$ cat src/rtl/rfs_pkg.sv
package rfs_pkg;
    typedef enum logic {
        KIND_AUTO = 1'b0,
        KIND_ROW  = 1'b1
    } ref_kind_e;
endpackage

$ cat src/rtl/rfs_interval_timer.sv
module rfs_interval_timer #(
    parameter int IW  = 16,
    parameter int DEF = 390
) (
    input  logic          clk,
    input  logic          rst_n,
    input  logic          cfg_we,
    input  logic [IW-1:0] cfg_val,
    output logic          tick
);
    typedef struct packed {
        logic [IW-1:0] interval;
        logic [IW-1:0] cnt;
    } tmr_t;

    localparam logic [IW-1:0] DEF_V = IW'(DEF);

    tmr_t tmr_d, tmr_q;

    always_comb begin
        tmr_d = tmr_q;
        tick  = 1'b0;
        if (cfg_we) begin
            tmr_d.interval = cfg_val;
            tmr_d.cnt      = cfg_val - 1'b1;
        end else if (tmr_q.cnt == '0) begin
            tick      = 1'b1;
            tmr_d.cnt = tmr_q.interval - 1'b1;
        end else begin
            tmr_d.cnt = tmr_q.cnt - 1'b1;
        end
    end

    always_ff @(posedge clk) begin
        if (!rst_n) begin
            tmr_q.interval <= DEF_V;
            tmr_q.cnt      <= DEF_V - 1'b1;
        end else begin
            tmr_q <= tmr_d;
        end
    end


    cnt_in_range_chk: assert property (@(posedge clk) disable iff (!rst_n)
        (tmr_q.interval != '0) |-> (tmr_q.cnt < tmr_q.interval));
endmodule

$ cat src/rtl/rfs_credit.sv
module rfs_credit #(
    parameter int LIMIT = 8,
    localparam int CW   = $clog2(LIMIT) + 2
) (
    input  logic                 clk,
    input  logic                 rst_n,
    input  logic                 tick,
    input  logic                 hs,
    output logic signed [CW-1:0] credit,
    output logic                 at_floor,
    output logic                 at_ceil
);
    localparam logic signed [CW:0]   HI   = (CW+1)'(LIMIT);
    localparam logic signed [CW:0]   LO   = -HI;
    localparam logic signed [CW-1:0] HI_N = CW'(LIMIT);
    localparam logic signed [CW-1:0] LO_N = -HI_N;

    logic signed [CW-1:0] credit_d, credit_q;
    logic signed [CW:0]   sum;

    always_comb begin
        sum = $signed({credit_q[CW-1], credit_q})
            + $signed({{CW{1'b0}}, hs})
            - $signed({{CW{1'b0}}, tick});
        if (sum > HI)
            credit_d = HI_N;
        else if (sum < LO)
            credit_d = LO_N;
        else
            credit_d = sum[CW-1:0];
    end

    always_ff @(posedge clk) begin
        if (!rst_n) credit_q <= '0;
        else        credit_q <= credit_d;
    end

    assign credit   = credit_q;
    assign at_floor = (credit_q == LO_N);
    assign at_ceil  = (credit_q == HI_N);


    credit_bounds_chk: assert property (@(posedge clk) disable iff (!rst_n)
        (credit_q >= LO_N) && (credit_q <= HI_N));

    credit_quiet_chk: assert property (@(posedge clk) disable iff (!rst_n)
        (!hs && !tick) |=> $stable(credit_q));
endmodule

$ cat src/rtl/rfs_row_ctr.sv
module rfs_row_ctr #(
    parameter int ROWS = 4096,
    localparam int RW  = $clog2(ROWS)
) (
    input  logic          clk,
    input  logic          rst_n,
    input  logic          adv,
    output logic [RW-1:0] row
);
    localparam logic [RW-1:0] LAST = RW'(ROWS - 1);

    logic [RW-1:0] row_d, row_q;

    always_comb begin
        row_d = row_q;
        if (adv) row_d = (row_q == LAST) ? '0 : row_q + 1'b1;
    end

    always_ff @(posedge clk) begin
        if (!rst_n) row_q <= '0;
        else        row_q <= row_d;
    end

    assign row = row_q;


    row_wrap_chk: assert property (@(posedge clk) disable iff (!rst_n)
        (adv && row_q == LAST) |=> (row_q == '0));
endmodule

$ cat src/rtl/rfs_scheduler.sv
module rfs_scheduler
    import rfs_pkg::*;
#(
    parameter int IW    = 16,
    parameter int DEF   = 390,
    parameter int LIMIT = 8,
    parameter int ROWS  = 4096,
    localparam int CW   = $clog2(LIMIT) + 2,
    localparam int RW   = $clog2(ROWS)
) (
    input  logic                 clk,
    input  logic                 rst_n,
    input  logic                 cfg_we,
    input  logic [IW-1:0]        cfg_interval,
    input  logic                 mode_row_read,
    input  logic                 ext_req,
    input  logic                 demand_busy,
    input  logic                 ref_gnt,
    output logic                 ref_req,
    output logic                 ref_urgent,
    output logic                 ref_kind,
    output logic [RW-1:0]        ref_row,
    output logic signed [CW-1:0] credit
);
    typedef struct packed {
        logic      req;
        ref_kind_e kind;
        logic      ext_pend;
    } sch_t;

    sch_t sch_d, sch_q;
    logic tick, hs, want, at_floor, at_ceil;

    assign hs = sch_q.req & ref_gnt;

    rfs_interval_timer #(.IW(IW), .DEF(DEF)) u_tmr (
        .clk(clk), .rst_n(rst_n), .cfg_we(cfg_we), .cfg_val(cfg_interval), .tick(tick)
    );

    rfs_credit #(.LIMIT(LIMIT)) u_crd (
        .clk(clk), .rst_n(rst_n), .tick(tick), .hs(hs),
        .credit(credit), .at_floor(at_floor), .at_ceil(at_ceil)
    );

    rfs_row_ctr #(.ROWS(ROWS)) u_row (
        .clk(clk), .rst_n(rst_n), .adv(hs && sch_q.kind == KIND_ROW), .row(ref_row)
    );

    always_comb begin
        sch_d = sch_q;
        want  = sch_q.ext_pend | at_floor | (!demand_busy & !at_ceil);
        if (ext_req)
            sch_d.ext_pend = 1'b1;
        else if (hs)
            sch_d.ext_pend = 1'b0;
        if (hs) begin
            sch_d.req = 1'b0;
        end else if (!sch_q.req && want) begin
            sch_d.req  = 1'b1;
            sch_d.kind = mode_row_read ? KIND_ROW : KIND_AUTO;
        end
    end

    always_ff @(posedge clk) begin
        if (!rst_n) begin
            sch_q.req      <= 1'b0;
            sch_q.kind     <= KIND_AUTO;
            sch_q.ext_pend <= 1'b0;
        end else begin
            sch_q <= sch_d;
        end
    end

    assign ref_req    = sch_q.req;
    assign ref_kind   = sch_q.kind;
    assign ref_urgent = sch_q.req & at_floor;


    req_hold_chk: assert property (@(posedge clk) disable iff (!rst_n)
        (ref_req && !ref_gnt) |=> (ref_req && $stable(ref_kind) && $stable(ref_row)));

    floor_raises_req_chk: assert property (@(posedge clk) disable iff (!rst_n)
        (at_floor && !ref_req) |=> ref_req);

    no_req_at_ceil_chk: assert property (@(posedge clk) disable iff (!rst_n)
        (at_ceil && !ref_req && !sch_q.ext_pend) |=> !ref_req);
endmodule

$ cat config.mk
export PLATFORM = sky130hd
export DESIGN_NAME = rfs_scheduler
export DESIGN_NICKNAME = d
export VERILOG_FILES = /design/src/rtl/rfs_pkg.sv /design/src/rtl/rfs_interval_timer.sv /design/src/rtl/rfs_credit.sv /design/src/rtl/rfs_row_ctr.sv /design/src/rtl/rfs_scheduler.sv
export SDC_FILE = /design/constraint.sdc
export NUM_CORES = 1
export LEC_CHECK = 0
export BUFFER_PORTS_ARGS = -buffer_cell sky130_fd_sc_hd__buf_2
export CORE_UTILIZATION = 45
export CTS_CLUSTER_DIAMETER = 30
export CTS_CLUSTER_SIZE = 12
export DETAILED_ROUTE_END_ITERATION = 7
export PLACE_DENSITY = 0.71
export SLEW_MARGIN = 20
export SYNTH_ARGS = -nofsm -noshare
export SYNTH_HDL_FRONTEND = slang
export SYNTH_SLANG_ARGS = --single-unit
$ cat constraint.sdc
create_clock -name clk -period 7.67 [get_ports clk]
set_clock_uncertainty 0.05 [all_clocks]
set_input_delay 0.767 -clock clk [delete_from_list [all_inputs] [get_ports clk]]
set_output_delay 0.767 -clock clk [all_outputs]
set_load 0.05 [all_outputs]
==> impl_metrics.csv <==
group,metric,value,unit
clocking,cts_sinks,52,
clocking,ctsHtreeMaxLevel,2,
final_layout,synthToLayoutAreaGrowth,12.3,%
yosys,yosys.area_share.simple,0.223,
worst_setup_path,crit_family,"buffers and inverters",
die,die-area,0.00654,mm²
yosys,synth_top_flop_cell,"dfxtp_1",
worst_setup_path,worstSetupEndpointType,"flip-flop",
die,num_rows,28,
die,die_h,80.9,µm
yosys,ys_types,52,
worst_setup_path,reg2reg_slack,4040,ps
final_layout,multi_input_comb_area,0.00163,mm²
power,powerDensity,214,mW/mm²
yosys,synth_compound_area_frac,0.227,
worst_setup_path,cp_slowest_cell,"buf_2",
worst_setup_path,path_max_fanout,44,
clocking,clk_path_buf_depth,2,
yosys,muxShareOfSynthArea,0.0331,
drt,drtPass1Iterations,4,
sta,layout_min_cycle_time,3710,ps
yosys,synth_xor_area_frac,0.0532,
place,port_buffers,42,
yosys,netlist_area,0.00280,mm²
yosys,postSynthAreaPerCell,8.07,µm²
die,io_pins,43,
flow_run,maxCapViolations,0,
die,die_x,80.9,µm
clocking,cts_tree,"done",
worst_setup_path,cp-start-kind,"input pin",
global_routing,grt_overflow_total,0,
sta,hold_slack,421,ps
worst_setup_path,crit_type,"input pin to flip-flop",
sta,period_share,0.483,
yosys,ys_ff_latch,52,
clocking,ctsHoldBuffers,0,
yosys,ys_warn_count,0,
clocking,cts-resized-gates,0,
final_layout,antenna_cells,0,
drt,drt_iter0_drc,226,
min_path,worst_hold_path_type,"flip-flop to flip-flop",
sta,setup_ws,3960,ps
worst_setup_path,worstPathArrival,3860,ps
yosys,syn-num-nets,380,
global_routing,grt_pass1_wl,10900,µm
yosys,synth_adder_area_share,0.0474,
clocking,numCtsBuffers,5,
drt,postRouteWirelength,6600,µm
sta,setup_tns,0,ps
yosys,synth_top_family_by_area,"compound AO/OA/AOI/OAI gates",
sta,max_freq,270,MHz
outcome,status,"complete, no violations",
global_routing,antenna_found_initial,0,
drt,drc_errors,0,
place,hpwlAfterDp,4650,µm
sta,rsz0062_at_grt,"false",
power,leakagePower,1.27,nW
drt,ant_nets,0,
final_layout,seqCellArea,0.00104,mm²
sta,drv_slew,0,
place,gp_congestion,0.823,
drt,viasPerCell,5.79,
yosys,seq_area_frac_synth,0.372,
final_layout,drive_above_1_share,0.151,
final_layout,fill_cells,602,
sta,worst_pin_slew,1030,ps
worst_setup_path,slowest_delay,580,ps
global_routing,grt_max_degree,45,
worst_setup_path,crit_top_cell,"o21ai_0",
drt,num_vias,2650,
clocking,cts.clk_slew.worst_paths,90,ps
final_layout,final_nets,415,
power,ir_drop,0.000158,V
power,fin_total_pwr,674,µW
clocking,cts_setup_buffers,0,
yosys,synth_edf_count,0,
yosys,synth_cells,347,
worst_setup_path,critical_path.cell_chain,"buf_2 -> inv_1 -> o21ai_0 -> ha_1 -> o21ai_0 -> a311oi_2 -> nand2_1 -> or4_1 -> a21oi_1",
sta,slew_headroom,0.309,
clocking,clock_latency,310,ps
sta,finalSetupViolCount,0,
global_routing,grt_usage,0.213,
die,core_area,0.00596,mm²
worst_setup_path,crit_required,7830,ps
place,post-place-ws,3660,ps
worst_setup_path,worst-path-buf-inv,2,
yosys,synthArstFlopShare,0,
sta,finalHoldViolations,0,
die,start_util,0.470,
drt,wl_per_cell,14.4,µm
global_routing,grt_pass1_vias,2436,
clocking,cts_root_buffer,"clkbuf_8",
worst register-to-register path, delay by kind of cell (launching register included):
kind / cells / cell delay (ps)
and+or+nand+nor: 5 / 1530
adders and majority gates: 3 / 750
buffers and inverters: 2 / 170
AOI/OAI and AO/OA: 2 / 370
DFF: 1 / 340
xor gates and xnor gates: 1 / 120
muxes: 1 / 220
area by class of cell:
type	instances	share of cell area
Multi-Input combinational cell	264	0.520
Inverter	16	0.0191
Sequential cell	52	0.331
Timing Repair Buffer	43	0.0692
Clock buffer	6	0.0263
Tap cell	75	0.0298
Clock inverter	2	0.00478
Yosys cell counts, types with 2 or more instances:
master / count / area, µm²
o31ai_1: 4 / 30.0
nor3b_1: 2 / 15.0
nand4_1: 4 / 25.0
o221ai_1: 2 / 17.5
o211ai_1: 2 / 15.0
nand2_1: 44 / 165
xor2_1: 12 / 105
a21boi_0: 3 / 22.5
nor4_1: 4 / 25.0
and3_1: 6 / 37.5
o21a_1: 2 / 15.0
xnor2_1: 5 / 43.8
a21o_1: 2 / 15.0
a311o_1: 2 / 20.0
o21ai_0: 27 / 135
inv_1: 15 / 56.3
mux2i_1: 7 / 70.1
nor2_1: 37 / 139
clkbuf_1: 13 / 48.8
or3_1: 9 / 56.3
mux2_2: 2 / 22.5
dfxtp_1: 52 / 1040
nand2b_1: 3 / 18.8
and2_1: 3 / 18.8
nor2b_1: 2 / 12.5
or4_1: 2 / 15.0
nor3_1: 8 / 40.0
a31oi_1: 9 / 56.3
a21oi_1: 28 / 140
ha_1: 9 / 113
nand3_1: 6 / 30.0
metrics by stage:
stage                util  cell area, µm²  cells
detailed placement  0.512            3050    450
global placement    0.512            3050    450
finish              0.528            3140    458
global route        0.528            3140    458
CTS                 0.528            3140    458
floorplan               -            2800    347
power by group:
group          internal (mW)  total (mW)  switching [mW]
logic                 0.0711       0.195           0.124
registers              0.291       0.310          0.0190
clock network         0.0733       0.169          0.0959
total                  0.435       0.674           0.239
cell families (layout without fill, tap and decap cells):
family                     Yosys count  count (layout)
and+or+nand+nor                    133             133
AOI/OAI and AO/OA                   95              95
DFF                                 52              52
buffers and inverters               31              67
xor gates and xnor gates            17              17
adders and majority gates           10              10
muxes                                9               9
routing by layer:
layer | global-route usage | up-vias | part of all wire
li1 | - | 1302 | -
met4 | 0.0679 | 0 | 0.012
met3 | 0.0427 | 12 | 0.061
met2 | 0.361 | 77 | 0.46
met5 | 0 | - | 0
met1 | 0.268 | 1259 | 0.46
path summary, 6_finish.rpt:
path | endpoint | cells past startpoint | from
worst max-delay path | u_tmr.tmr_q[14] | 9 | cfg_we
worst min register to register | u_tmr.tmr_q[26] | 2 | u_tmr.tmr_q[26]
worst max register to register | u_crd.credit[2] | 14 | u_tmr.tmr_q[14]
worst min-delay path | u_tmr.tmr_q[26] | 2 | u_tmr.tmr_q[26]
registers in the layout, summed over array words and instances, names as in the netlist:
name,count
u_crd.credit,5
sch_q,1
u_row.row,12
ref_kind,1
ref_req,1
u_tmr.tmr_q,32
placed cells by master (no fill, tap or decap), types with 7 or more instances in the layout:
| cell type | instances |
|---|---|
| mux2i_1 | 7 |
| dfxtp_1 | 52 |
| nand2_1 | 44 |
| buf_2 | 42 |
| o21ai_0 | 27 |
| xor2_1 | 12 |
| or3_1 | 9 |
| inv_1 | 15 |
| nor3_1 | 8 |
| ha_1 | 9 |
| a31oi_1 | 9 |
| a21oi_1 | 28 |
| nor2_1 | 37 |
No activity file was read; power rests on OpenSTA's default activity.
